`src/rtl/tot_pkg.sv`:
```
package tot_pkg;

  // Record kind carried in the top bit of every FIFO word.
  typedef enum logic {
    EDGE_LEAD  = 1'b0,
    EDGE_TRAIL = 1'b1
  } edge_e;

  // True when a FIFO holding `used` entries can still take a full pair.
  function automatic logic pair_fits(int unsigned used, int unsigned depth);
    return (used + 2) <= depth;
  endfunction

  // Event time after one tick, wrapping at the counter width.
  function automatic logic [31:0] time_next(logic [31:0] t, int unsigned width);
    logic [31:0] mask;
    mask = (width >= 32) ? 32'hFFFF_FFFF : ((32'd1 << width) - 32'd1);
    return (t + 32'd1) & mask;
  endfunction

endpackage

```
`src/rtl/tot_sync.sv`:
```
module tot_sync #(
  parameter int W = 16
) (
  input  logic         clk,
  input  logic         rst_n,
  input  logic [W-1:0] d,
  output logic [W-1:0] q
);
  logic [W-1:0] meta_q;
  logic [W-1:0] sync_q;

  always_ff @(posedge clk) begin
    if (!rst_n) begin
      meta_q <= '0;
      sync_q <= '0;
    end else begin
      meta_q <= d;
      sync_q <= meta_q;
    end
  end

  assign q = sync_q;
endmodule

```
`src/rtl/tot_chan.sv`:
```
module tot_chan #(
  parameter int TS_W = 12
) (
  input  logic            clk,
  input  logic            rst_n,
  input  logic            tick,
  input  logic            low_s,
  input  logic            high_s,
  input  logic [TS_W-1:0] now,
  input  logic            room_ok,
  output logic            wr_lead,
  output logic            wr_trail,
  output logic [TS_W-1:0] wr_time,
  output logic            drop
);
  logic            low_q;    // low comparator at previous tick
  logic            pend_q;   // window open, not yet confirmed
  logic            open_q;   // leading record written, trailing owed
  logic [TS_W-1:0] lead_t_q;

  logic rise, fall, confirm;

  assign rise    = tick &  low_s & ~low_q;
  assign fall    = tick & ~low_s &  low_q;
  assign confirm = tick &  low_s & high_s & (rise | pend_q);

  assign wr_lead  = confirm & room_ok;
  assign drop     = confirm & ~room_ok;
  assign wr_trail = fall & open_q;
  assign wr_time  = (rise | fall) ? now : lead_t_q;

  always_ff @(posedge clk) begin
    if (!rst_n) begin
      low_q    <= 1'b0;
      pend_q   <= 1'b0;
      open_q   <= 1'b0;
      lead_t_q <= '0;
    end else begin
      if (tick) low_q <= low_s;
      if (rise) lead_t_q <= now;
      if (confirm || fall) pend_q <= 1'b0;
      else if (rise)       pend_q <= 1'b1;
      if (wr_lead)   open_q <= 1'b1;
      else if (fall) open_q <= 1'b0;
    end
  end
endmodule

```
`src/rtl/tot_fifo.sv`:
```
module tot_fifo #(
  parameter int DW    = 13,
  parameter int DEPTH = 4,
  localparam int AW   = (DEPTH > 1) ? $clog2(DEPTH) : 1,
  localparam int CW   = $clog2(DEPTH + 1)
) (
  input  logic          clk,
  input  logic          rst_n,
  input  logic          push,
  input  logic [DW-1:0] din,
  input  logic          pop,
  output logic [DW-1:0] dout,
  output logic          empty,
  output logic          full,
  output logic [CW-1:0] used
);
  logic [DW-1:0] mem [DEPTH];
  logic [AW-1:0] wp_q, rp_q;
  logic [CW-1:0] cnt_q;
  logic          do_push, do_pop;

  assign empty   = (cnt_q == '0);
  assign full    = (cnt_q == CW'(DEPTH));
  assign used    = cnt_q;
  assign dout    = mem[rp_q];
  assign do_push = push & ~full;
  assign do_pop  = pop & ~empty;

  function automatic logic [AW-1:0] ptr_inc(logic [AW-1:0] p);
    return (p == AW'(DEPTH - 1)) ? '0 : p + 1'b1;
  endfunction

  always_ff @(posedge clk) begin
    if (do_push) mem[wp_q] <= din;
  end

  always_ff @(posedge clk) begin
    if (!rst_n) begin
      wp_q  <= '0;
      rp_q  <= '0;
      cnt_q <= '0;
    end else begin
      if (do_push) wp_q <= ptr_inc(wp_q);
      if (do_pop)  rp_q <= ptr_inc(rp_q);
      case ({do_push, do_pop})
        2'b10:   cnt_q <= cnt_q + 1'b1;
        2'b01:   cnt_q <= cnt_q - 1'b1;
        default: cnt_q <= cnt_q;
      endcase
    end
  end
endmodule

```
`src/rtl/tot_hit_recorder.sv`:
```
module tot_hit_recorder #(
  parameter int NCH   = 16,
  parameter int SLOTS = 8,
  parameter int TS_W  = 12,
  parameter int DEPTH = 4,
  localparam int CH_W = $clog2(NCH)
) (
  input  logic            clk,
  input  logic            rst_n,
  input  logic [NCH-1:0]  cmp_low,
  input  logic [NCH-1:0]  cmp_high,
  output logic            out_valid,
  output logic [CH_W-1:0] out_chan,
  output logic            out_trail,
  output logic [TS_W-1:0] out_time,
  output logic            overflow
);
  import tot_pkg::*;

  localparam int GROUPS = NCH / SLOTS;
  localparam int SLOT_W = $clog2(SLOTS);
  localparam int GRP_W  = (GROUPS > 1) ? $clog2(GROUPS) : 1;
  localparam int DW     = TS_W + 1;
  localparam int CW     = $clog2(DEPTH + 1);

  // Named internal events, brought out for the bound checker.
  logic              tick;
  logic [TS_W-1:0]   ts_q;
  logic [SLOT_W-1:0] ph_q;
  logic [CH_W-1:0]   served;
  logic [NCH-1:0]    low_s, high_s;
  logic [NCH-1:0]    wr_lead_v, wr_trail_v, drop_v, push_v, pop_v;
  logic [NCH-1:0]    empty_v, full_v, room_ok;
  logic [TS_W-1:0]   wr_time_a [NCH];
  logic [DW-1:0]     head_a    [NCH];
  logic [CW-1:0]     used_a    [NCH];
  logic              ovf_q;

  // Slot phase and sample tick.
  assign tick = (ph_q == SLOT_W'(SLOTS - 1));

  always_ff @(posedge clk) begin
    if (!rst_n) begin
      ph_q <= '0;
      ts_q <= '0;
    end else begin
      ph_q <= ph_q + 1'b1;
      if (tick) ts_q <= TS_W'(time_next(32'(ts_q), TS_W));
    end
  end

  // Bank rotation across sample periods.
  generate
    if (GROUPS > 1) begin : g_banks
      logic [GRP_W-1:0] grp_q;
      always_ff @(posedge clk) begin
        if (!rst_n)    grp_q <= '0;
        else if (tick) grp_q <= grp_q + 1'b1;
      end
      assign served = {grp_q, ph_q};
    end else begin : g_single
      assign served = CH_W'(ph_q);
    end
  endgenerate

  tot_sync #(.W(NCH)) u_sync_low  (.clk(clk), .rst_n(rst_n), .d(cmp_low),  .q(low_s));
  tot_sync #(.W(NCH)) u_sync_high (.clk(clk), .rst_n(rst_n), .d(cmp_high), .q(high_s));

  generate
    for (genvar c = 0; c < NCH; c++) begin : g_ch
      tot_chan #(.TS_W(TS_W)) u_chan (
        .clk      (clk),
        .rst_n    (rst_n),
        .tick     (tick),
        .low_s    (low_s[c]),
        .high_s   (high_s[c]),
        .now      (ts_q),
        .room_ok  (room_ok[c]),
        .wr_lead  (wr_lead_v[c]),
        .wr_trail (wr_trail_v[c]),
        .wr_time  (wr_time_a[c]),
        .drop     (drop_v[c])
      );

      assign push_v[c]  = wr_lead_v[c] | wr_trail_v[c];
      assign pop_v[c]   = (served == CH_W'(c)) && !empty_v[c];
      assign room_ok[c] = pair_fits(32'(used_a[c]), DEPTH);

      tot_fifo #(.DW(DW), .DEPTH(DEPTH)) u_fifo (
        .clk   (clk),
        .rst_n (rst_n),
        .push  (push_v[c]),
        .din   ({wr_trail_v[c], wr_time_a[c]}),
        .pop   (pop_v[c]),
        .dout  (head_a[c]),
        .empty (empty_v[c]),
        .full  (full_v[c]),
        .used  (used_a[c])
      );
    end
  endgenerate

  // Shared output word, one slot per cycle.
  always_ff @(posedge clk) begin
    if (!rst_n) begin
      out_valid <= 1'b0;
      out_chan  <= '0;
      out_trail <= 1'b0;
      out_time  <= '0;
    end else if (!empty_v[served]) begin
      out_valid <= 1'b1;
      out_chan  <= served;
      out_trail <= head_a[served][TS_W];
      out_time  <= head_a[served][TS_W-1:0];
    end else begin
      out_valid <= 1'b0;
      out_chan  <= '0;
      out_trail <= 1'b0;
      out_time  <= '0;
    end
  end

  always_ff @(posedge clk) begin
    if (!rst_n) ovf_q <= 1'b0;
    else        ovf_q <= ovf_q | (|drop_v);
  end
  assign overflow = ovf_q;

endmodule

```
`config.mk`:
```
export PLATFORM = sky130hd
export DESIGN_NAME = tot_hit_recorder
export DESIGN_NICKNAME = d
export VERILOG_FILES = /design/src/rtl/tot_pkg.sv /design/src/rtl/tot_sync.sv /design/src/rtl/tot_chan.sv /design/src/rtl/tot_fifo.sv /design/src/rtl/tot_hit_recorder.sv
export SDC_FILE = /design/constraint.sdc
export NUM_CORES = 2
export LEC_CHECK = 0
export ABC_CLOCK_PERIOD_IN_PS = 3700
export CAP_MARGIN = 25
export CORE_MARGIN = 3
export CORE_UTILIZATION = 44
export DETAILED_ROUTE_END_ITERATION = 6
export MAX_ROUTING_LAYER = met4
export PLACE_DENSITY_LB_ADDON = 0.2
export RECOVER_POWER = 25
export SYNTH_ARGS = -nofsm -noshare
export SYNTH_HDL_FRONTEND = slang
export SYNTH_SLANG_ARGS = --single-unit
```
`constraint.sdc`:
```
create_clock -name clk -period 3.7 [get_ports clk]
set_clock_uncertainty 0.15 [all_clocks]
set_input_delay 0.37 -clock clk [delete_from_list [all_inputs] [get_ports clk]]
set_output_delay 0.37 -clock clk [all_outputs]
set_load 0.005 [all_outputs]
```
# After elaboration in Yosys (flattened, before gate mapping)
# Memories as Yosys holds them, arrays and structs flattened. A register that Yosys moved wholly into a read port is not among the register bits.
# Index checks and enable logic that the tools add are counted.
[op_classes]
addsub = 83
n_lt_le_gt_ge = 18
n_eq_ne = 96
muxes = 166
bitwise_logic = 307
n_reduce_logical = 115
[ops]
columns = ["op", "count"]
rows = [
  ["2-to-1 mux 12 bit", 16],
  ["bitwise AND 1 bit", 176],
  ["2-to-1 mux 2 bit", 64],
  ["== test 2 bit (second input constant)", 48],
  ["case mux 3 bit (2 select lines)", 16],
  ["inverter 1 bit", 81],
  ["2-to-1 mux 1 bit", 66],
  ["adder 2 x 1 -> 2 bit (second input constant)", 32],
  ["adder 3 x 2 -> 4 bit (second input constant)", 16],
  ["less-or-equal comparator 4 x 3 -> 1 bit (second input constant)", 16],
  ["nonzero test 2 bit", 32],
  ["binary-select mux 13 bit (select 4 bit)", 1],
  ["adder 3 x 1 -> 3 bit (second input constant)", 17],
  ["== test 3 bit (second input constant)", 17],
  ["bitwise OR 1 bit", 49],
  ["logical NOT 3 bit", 16],
  ["subtractor 3 x 1 -> 3 bit (second input constant)", 16],
  ["OR reduction 2 bit", 17],
  ["== test 2 x 1 -> 1 bit (second input constant)", 16],
  ["== test 4 bit (second input constant)", 8],
  ["2-to-1 mux 13 bit", 2],
  ["== test 4 x 3 -> 1 bit (second input constant)", 4],
  ["logical AND 1 bit", 16],
  ["logical NOT 1 bit", 16],
  ["other kinds (11)", 27],
]
[totals]
reg_bits = 451
ramBits = 832
input_bits = 34
wordCells = 925
mem_count = 16
[memory_table]
columns = ["memory", "depth", "width", "read_ports", "rd_ports_with_merged_regs", "wr", "line_no", "source"]
rows = [
  ["g_ch[0].u_fifo.mem", 4, 13, 1, 1, 1, "tot_fifo.sv:17", "logic [DW-1:0] mem [DEPTH];"],
  ["g_ch[10].u_fifo.mem", 4, 13, 1, 1, 1, "tot_fifo.sv:17", ""],
  ["g_ch[11].u_fifo.mem", 4, 13, 1, 1, 1, "tot_fifo.sv:17", ""],
  ["g_ch[12].u_fifo.mem", 4, 13, 1, 1, 1, "tot_fifo.sv:17", ""],
  ["g_ch[13].u_fifo.mem", 4, 13, 1, 1, 1, "tot_fifo.sv:17", ""],
  ["g_ch[14].u_fifo.mem", 4, 13, 1, 1, 1, "tot_fifo.sv:17", ""],
  ["10 more memories", "n/a", "n/a", "n/a", "n/a", "n/a", "n/a", ""],
]

# Logic depth before layout (Yosys ltp)
[logic_depth]
word_depth = 10
depth_mapped = 14
ltp_nobuf = 12

# By module
# From an unflattened synthesis, not the netlist that was laid out.
[hier_totals]
hier_cells = 3663
area_unflattened_um2 = 56900.8
[by_module_without_submodules]
columns = ["module", "n_inst", "cells_each", "area_each_um2", "seq_area_each_um2"]
rows = [
  ["tot_fifo", 16, 123, 2392.3, 1741.7],
  ["tot_chan", 16, 78, 829.5, 300.3],
  ["tot_hit_recorder", 1, 313, 3559.7, 700.7],
  ["tot_sync", 2, 67, 895.9, 640.6],
]

# Least setup slack after synthesis
# OpenSTA, ideal clock, no wires.
[synth_path]
path_kind = "register to register"
from = "reg ph_q[1]"
to = "reg g_ch[9].u_fifo.cnt_q[2]"
setup_time_ps = 70
arrival_time_ps = 2804
path_slack_ps = 676
path_stages_with_launch = 15
period_less_slack_ps = 3024
cell_sequence = "dfxtp_1 ha_1 ha_1 buf_2 buf_2 buf_2 nand4b_1 a32oi_1 inv_1 ha_1 inv_1 fa_1 xor2_1 or3_1 a21oi_1"
[synth_between]
elab_chain_len = 10
word_cells_on_any_way = 19
classes_between = "eq/ne: 4; mux: 1; bitwise: 12; reduce/logical: 2"
[synth_rtl]
columns = ["element", "line_no", "source"]
rows = [
  ["start: declaration", "tot_hit_recorder.sv:29", "logic [SLOT_W-1:0] ph_q;"],
  ["start signal: assignment", "tot_hit_recorder.sv:47", "ph_q <= ph_q + 1'b1;"],
  ["== test 3 bit", "tot_hit_recorder.sv:40", "assign tick = (ph_q == SLOT_W'(SLOTS - 1));"],
  ["bitwise AND 1 bit", "tot_chan.sv:23, tot_chan.sv:25", ""],
  ["bitwise AND 1 bit", "tot_chan.sv:23", "assign rise = tick & low_s & ~low_q;"],
  ["bitwise OR 1 bit", "tot_chan.sv:25", "assign confirm = tick & low_s & high_s & (rise | pend_q);"],
  ["bitwise AND 1 bit", "tot_chan.sv:25", ""],
  ["bitwise AND 1 bit", "tot_chan.sv:27", "assign wr_lead = confirm & room_ok;"],
  ["bitwise OR 1 bit", "tot_hit_recorder.sv:85", "assign push_v[c] = wr_lead_v[c] | wr_trail_v[c];"],
  ["bitwise AND 1 bit", "tot_fifo.sv:26", "assign do_push = push & ~full;"],
  ["== test 2 x 1 -> 1 bit or == test 2 bit (tied branches)", "tot_fifo.sv:45", "case ({do_push, do_pop})"],
  ["case mux 3 bit (2 select lines) or nonzero test 2 bit (tied branches)", "n/a", ""],
  ["end signal: assignment", "tot_fifo.sv:46", "2'b10: cnt_q <= cnt_q + 1'b1;"],
  ["end signal: assignment", "tot_fifo.sv:47", "2'b01: cnt_q <= cnt_q - 1'b1;"],
  ["end signal: assignment", "tot_fifo.sv:48", "default: cnt_q <= cnt_q;"],
  ["end: declaration", "tot_fifo.sv:19", "logic [CW-1:0] cnt_q;"],
]
# Parallel ways exist; a longest one is shown, timed or not.
# A chain may end at the register's enable or synchronous reset.

# Worst setup path in the final report
[layout_path]
from = "reg ph_q[1]"
to = "reg g_ch[1].u_fifo.cnt_q[2]"
[layout_between]
word_cells_on_any_way = 19
classes_between = "eq/ne: 4; mux: 1; bitwise: 12; reduce/logical: 2"
[layout_lines]
columns = ["element", "line_no", "source"]
rows = [
  ["== test 4 x 1 -> 1 bit *", "tot_hit_recorder.sv:86", "assign pop_v[c] = (served == CH_W'(c)) && !empty_v[c];"],
  ["logical AND 1 bit *", "tot_hit_recorder.sv:86", ""],
  ["bitwise AND 1 bit *", "tot_fifo.sv:27", "assign do_pop = pop & ~empty;"],
  ["via g_ch[1].u_fifo.do_pop", "tot_fifo.sv:20", "logic do_push, do_pop;"],
  ["== test 2 x 1 -> 1 bit or == test 2 bit (tied branches)", "tot_fifo.sv:45", ""],
  ["case mux 3 bit (2 select lines) or nonzero test 2 bit (tied branches)", "n/a", ""],
  ["end signal: assignment", "tot_fifo.sv:46", ""],
  ["end signal: assignment", "tot_fifo.sv:47", ""],
  ["end signal: assignment", "tot_fifo.sv:48", ""],
  ["end: declaration", "tot_fifo.sv:19", ""],
]
# The timed path passes the listed nets; every way through them passes the cells marked *.

==> results.sh <==
export IMPL_fp_dieArea_sq_mm=0.126
export IMPL_start_kind="register"
export IMPL_syn_num_nets=3984
export IMPL_vias_per_cell=5.47
export IMPL_crit_path_max_incr_delay_ns=0.53
export IMPL_grt_use_total=0.220
export IMPL_worstSetupEndpointType="register"
export IMPL_die_x_microns=355
export IMPL_layout_commonest_cell="edfxtp_1"
export IMPL_cts_max_level=4
export IMPL_vias=30976
export IMPL_io_buffers=52
export IMPL_synth_top_family_by_area="multiplexers"
export IMPL_ir_drop_uv=356
export IMPL_cts_sinks=1315
export IMPL_worst_slew_pin_transition_ns=2.24
export IMPL_synthFlopType="edfxtp_1"
export IMPL_slew_limit_headroom=-0.495
export IMPL_synthArstFlopShare=0
export IMPL_cpMaxStageDelayCell="ha_1"
export IMPL_drtPass1Iterations=5
export IMPL_ys_ff_latch=1315
export IMPL_status="complete, but fails checks"
export IMPL_worst_setup_path_type="reg2reg"
export IMPL_fin_util=0.506
export IMPL_p_per_area_mw_per_mm2=492
export IMPL_cp_common_cell="inv_1"
export IMPL_violations="max-capacitance violations, max-slew violations"
export IMPL_drt_initial_drc_count=2638
export IMPL_cts_made_buffers=141
export IMPL_rsz0062_at_grt="false"
export IMPL_gp_congestion=0.887
export IMPL_antenna_found_initial=9
export IMPL_clock_fmax_mhz=297
export IMPL_netlist_area_sq_mm=0.0536
export IMPL_num_io_pins=53
export IMPL_hold_viol=0
export IMPL_antenna_cells=0
export IMPL_netlist_instances=3816
export IMPL_yosys_area_share_simple=0.0896
export IMPL_grt_pass1_vias=30443
export IMPL_grt_max_degree=107
export IMPL_yosys_area_share_xor_xnor=0.00719
export IMPL_fin_setup_tns_ns=0
export IMPL_critPathArrivalTime_ns=3.88
export IMPL_core_region_area_sq_mm=0.120
export IMPL_fin_crit_sh=0.909
export IMPL_min_period_ns=3.36
export IMPL_critPathBufInv=4
export IMPL_setup_viol=0
export IMPL_grt_pass1_wl_microns=200000
export IMPL_clockRootBuffer="clkbuf_16"
export IMPL_yosysWarningCount=0
export IMPL_clk_pin_slew_ns=0.07
export IMPL_multi_input_area_sq_mm=0.0176
export IMPL_synthAdderAreaFrac=0.0335
export IMPL_reg2reg_slack_ns=0.34
export IMPL_hold_class="in2reg"
export IMPL_ant_nets=0
export IMPL_routed_wl_microns=134000
export IMPL_crit_chain="buf_4 > inv_1 > ha_1 > nand3_1 > inv_1 > ha_1 > inv_1 > fa_1 > xor2_1 > or3_1 > a21oi_1"
export IMPL_drc=0
export IMPL_muxShareOfSynthArea=0.142
export IMPL_rows=127
export IMPL_register_area_sq_mm=0.0347
export IMPL_overflow=0
export IMPL_path_max_fanout=11
export IMPL_synth_edff_count=832
export IMPL_required_ns=4.22
export IMPL_cts_max_path_buffers=3
export IMPL_dp_hpwl_microns=89700
export IMPL_maxCapViolations=2
export IMPL_synth_area_per_cell_sq_um=14.1
export IMPL_drive_above_1_share=0.190
export IMPL_die_h_microns=355
export IMPL_area_growth_pct=13.6
export IMPL_fin_nets=4096
export IMPL_leakagePower_nw=20.6
export IMPL_cts_tree="built"
export IMPL_synthDistinctLibCells=61
export IMPL_wl_per_cell_microns=23.8
export IMPL_cpLargestDelayFamily="adder cells"
export IMPL_final_cell_mix="edfxtp_1, dfxtp_1, nand2_1"
export IMPL_ys_seq_area_frac=0.646
export IMPL_initial_core_util=0.445
export IMPL_synth_compound_area_frac=0.0556
export IMPL_clk_latency_ns=0.77
export IMPL_postCtsSetupBuffers=0
export IMPL_finalMaxSlewViolations=65
export IMPL_fillers=10322
[cell usage after synthesis (all sizes together) (2+ instances only)]
cell | instances | area, sq um
a22oi | 76 | 571
a31oi | 3 | 18.8
nand2b | 36 | 225
xnor2 | 5 | 43.8
and2 | 135 | 845
o21ai | 22 | 110
clkbuf | 161 | 604
xor2 | 39 | 342
a311oi | 2 | 17.5
nor4 | 13 | 81.3
and3 | 24 | 150
o22ai | 13 | 81.3
mux4 | 214 | 4820
a21oi | 292 | 1470
nand4 | 3 | 18.8
a221oi | 3 | 26.3
o2111a | 12 | 135
buf | 55 | 293
or3 | 24 | 150
a21boi | 9 | 67.6
ha | 118 | 1480
dfxtp | 483 | 9670
nor2 | 220 | 826
a32oi | 17 | 224
nor3 | 20 | 100
edfxtp | 832 | 25000
o311a | 2 | 20.0
or3b | 2 | 17.5
inv | 123 | 462
nand2 | 467 | 1750
nand3b | 18 | 135
mux2i | 65 | 651
o211ai | 21 | 158
mux2 | 192 | 2160
or2 | 22 | 138
nand4b | 16 | 140
nand3 | 9 | 50.1
and3b | 16 | 140
nor2b | 4 | 25.0
fa | 16 | 320
[final timing paths]
check,start,endpoint,cells past startpoint
worst max-delay path,ph_q[1]$_SDFF_PN0_,g_ch[1].u_fifo.used[2]$_SDFFE_PN0P_,11
worst min-delay path,rst_n,u_sync_high.meta_q[10]$_SDFF_PN0_,2
worst max register to register,ph_q[1]$_SDFF_PN0_,g_ch[1].u_fifo.used[2]$_SDFFE_PN0P_,11
worst min register to register,u_sync_low.meta_q[11]$_SDFF_PN0_,u_sync_low.q[11]$_SDFF_PN0_,1
[kinds of logic (layout without fill, tap and decap cells)]
kind of cell | after synthesis | count (layout)
xor gates and xnor gates | 44 | 44
DFF | 1315 | 1315
AOI/OAI and AO/OA | 482 | 482
muxes | 471 | 471
adders and majority gates | 134 | 134
and+or+nand+nor | 1030 | 1030
buffers and inverters | 340 | 573
[stage by stage]
| stage | cell area, sq um | power, mW | hold WS [ns] | std cells | setup slack (ns) |
|---|---|---|---|---|---|
| CTS | 61000 | 30.2 | 0.00227 | 5660 | 0.611 |
| global placement | 56300 | 16.4 | 0.266 | 5391 | 0.672 |
| detailed placement | 56300 | 16.4 | 0.267 | 5391 | 0.634 |
| finish | 60900 | 30.0 | 0.0370 | 5661 | 0.337 |
| floorplan | 53600 | 16.0 | 0.262 | 3816 | 0.676 |
| global route | 60900 | 30.9 | 0.0122 | 5661 | 0.181 |
[flip-flops by register name (all words and copies together) (netlist names), 32 cells and up, named ones only]
signal and count:
g_ch.u_fifo.mem 832, g_ch.u_chan.lead_t_q 192, g_ch.u_fifo.used 48, g_ch.u_fifo.rp_q 32, g_ch.u_fifo.wp_q 32
[routing by layer]
layer | global-route usage | share of wire
met1 | 0.301 | 0.44
met2 | 0.337 | 0.46
met3 | 0.0384 | 0.060
met4 | 0.0705 | 0.031
met5 | - | 0
[where the power goes]
group          internal, mW  switching (mW)  total [mW]
registers              15.4          0.0281        15.5
logic                 0.172           0.395       0.567
clock network          8.15            5.77        13.9
total                  23.8            6.19        30.0
[cell type report]
cell class,instances,share of cell area
Clock buffer,209,0.0667
Clock inverter,55,0.00933
Inverter,124,0.00776
Multi-Input combinational cell,2161,0.289
Sequential cell,1315,0.569
Tap cell,1612,0.0331
Timing Repair Buffer,185,0.0250
[timing repair]
item | CTS | global route
hold endpoints to repair | 5 | 0
hold buffers | 5 | 0
resized for setup | 0 | 0
(Power assumes the default switching activity.)
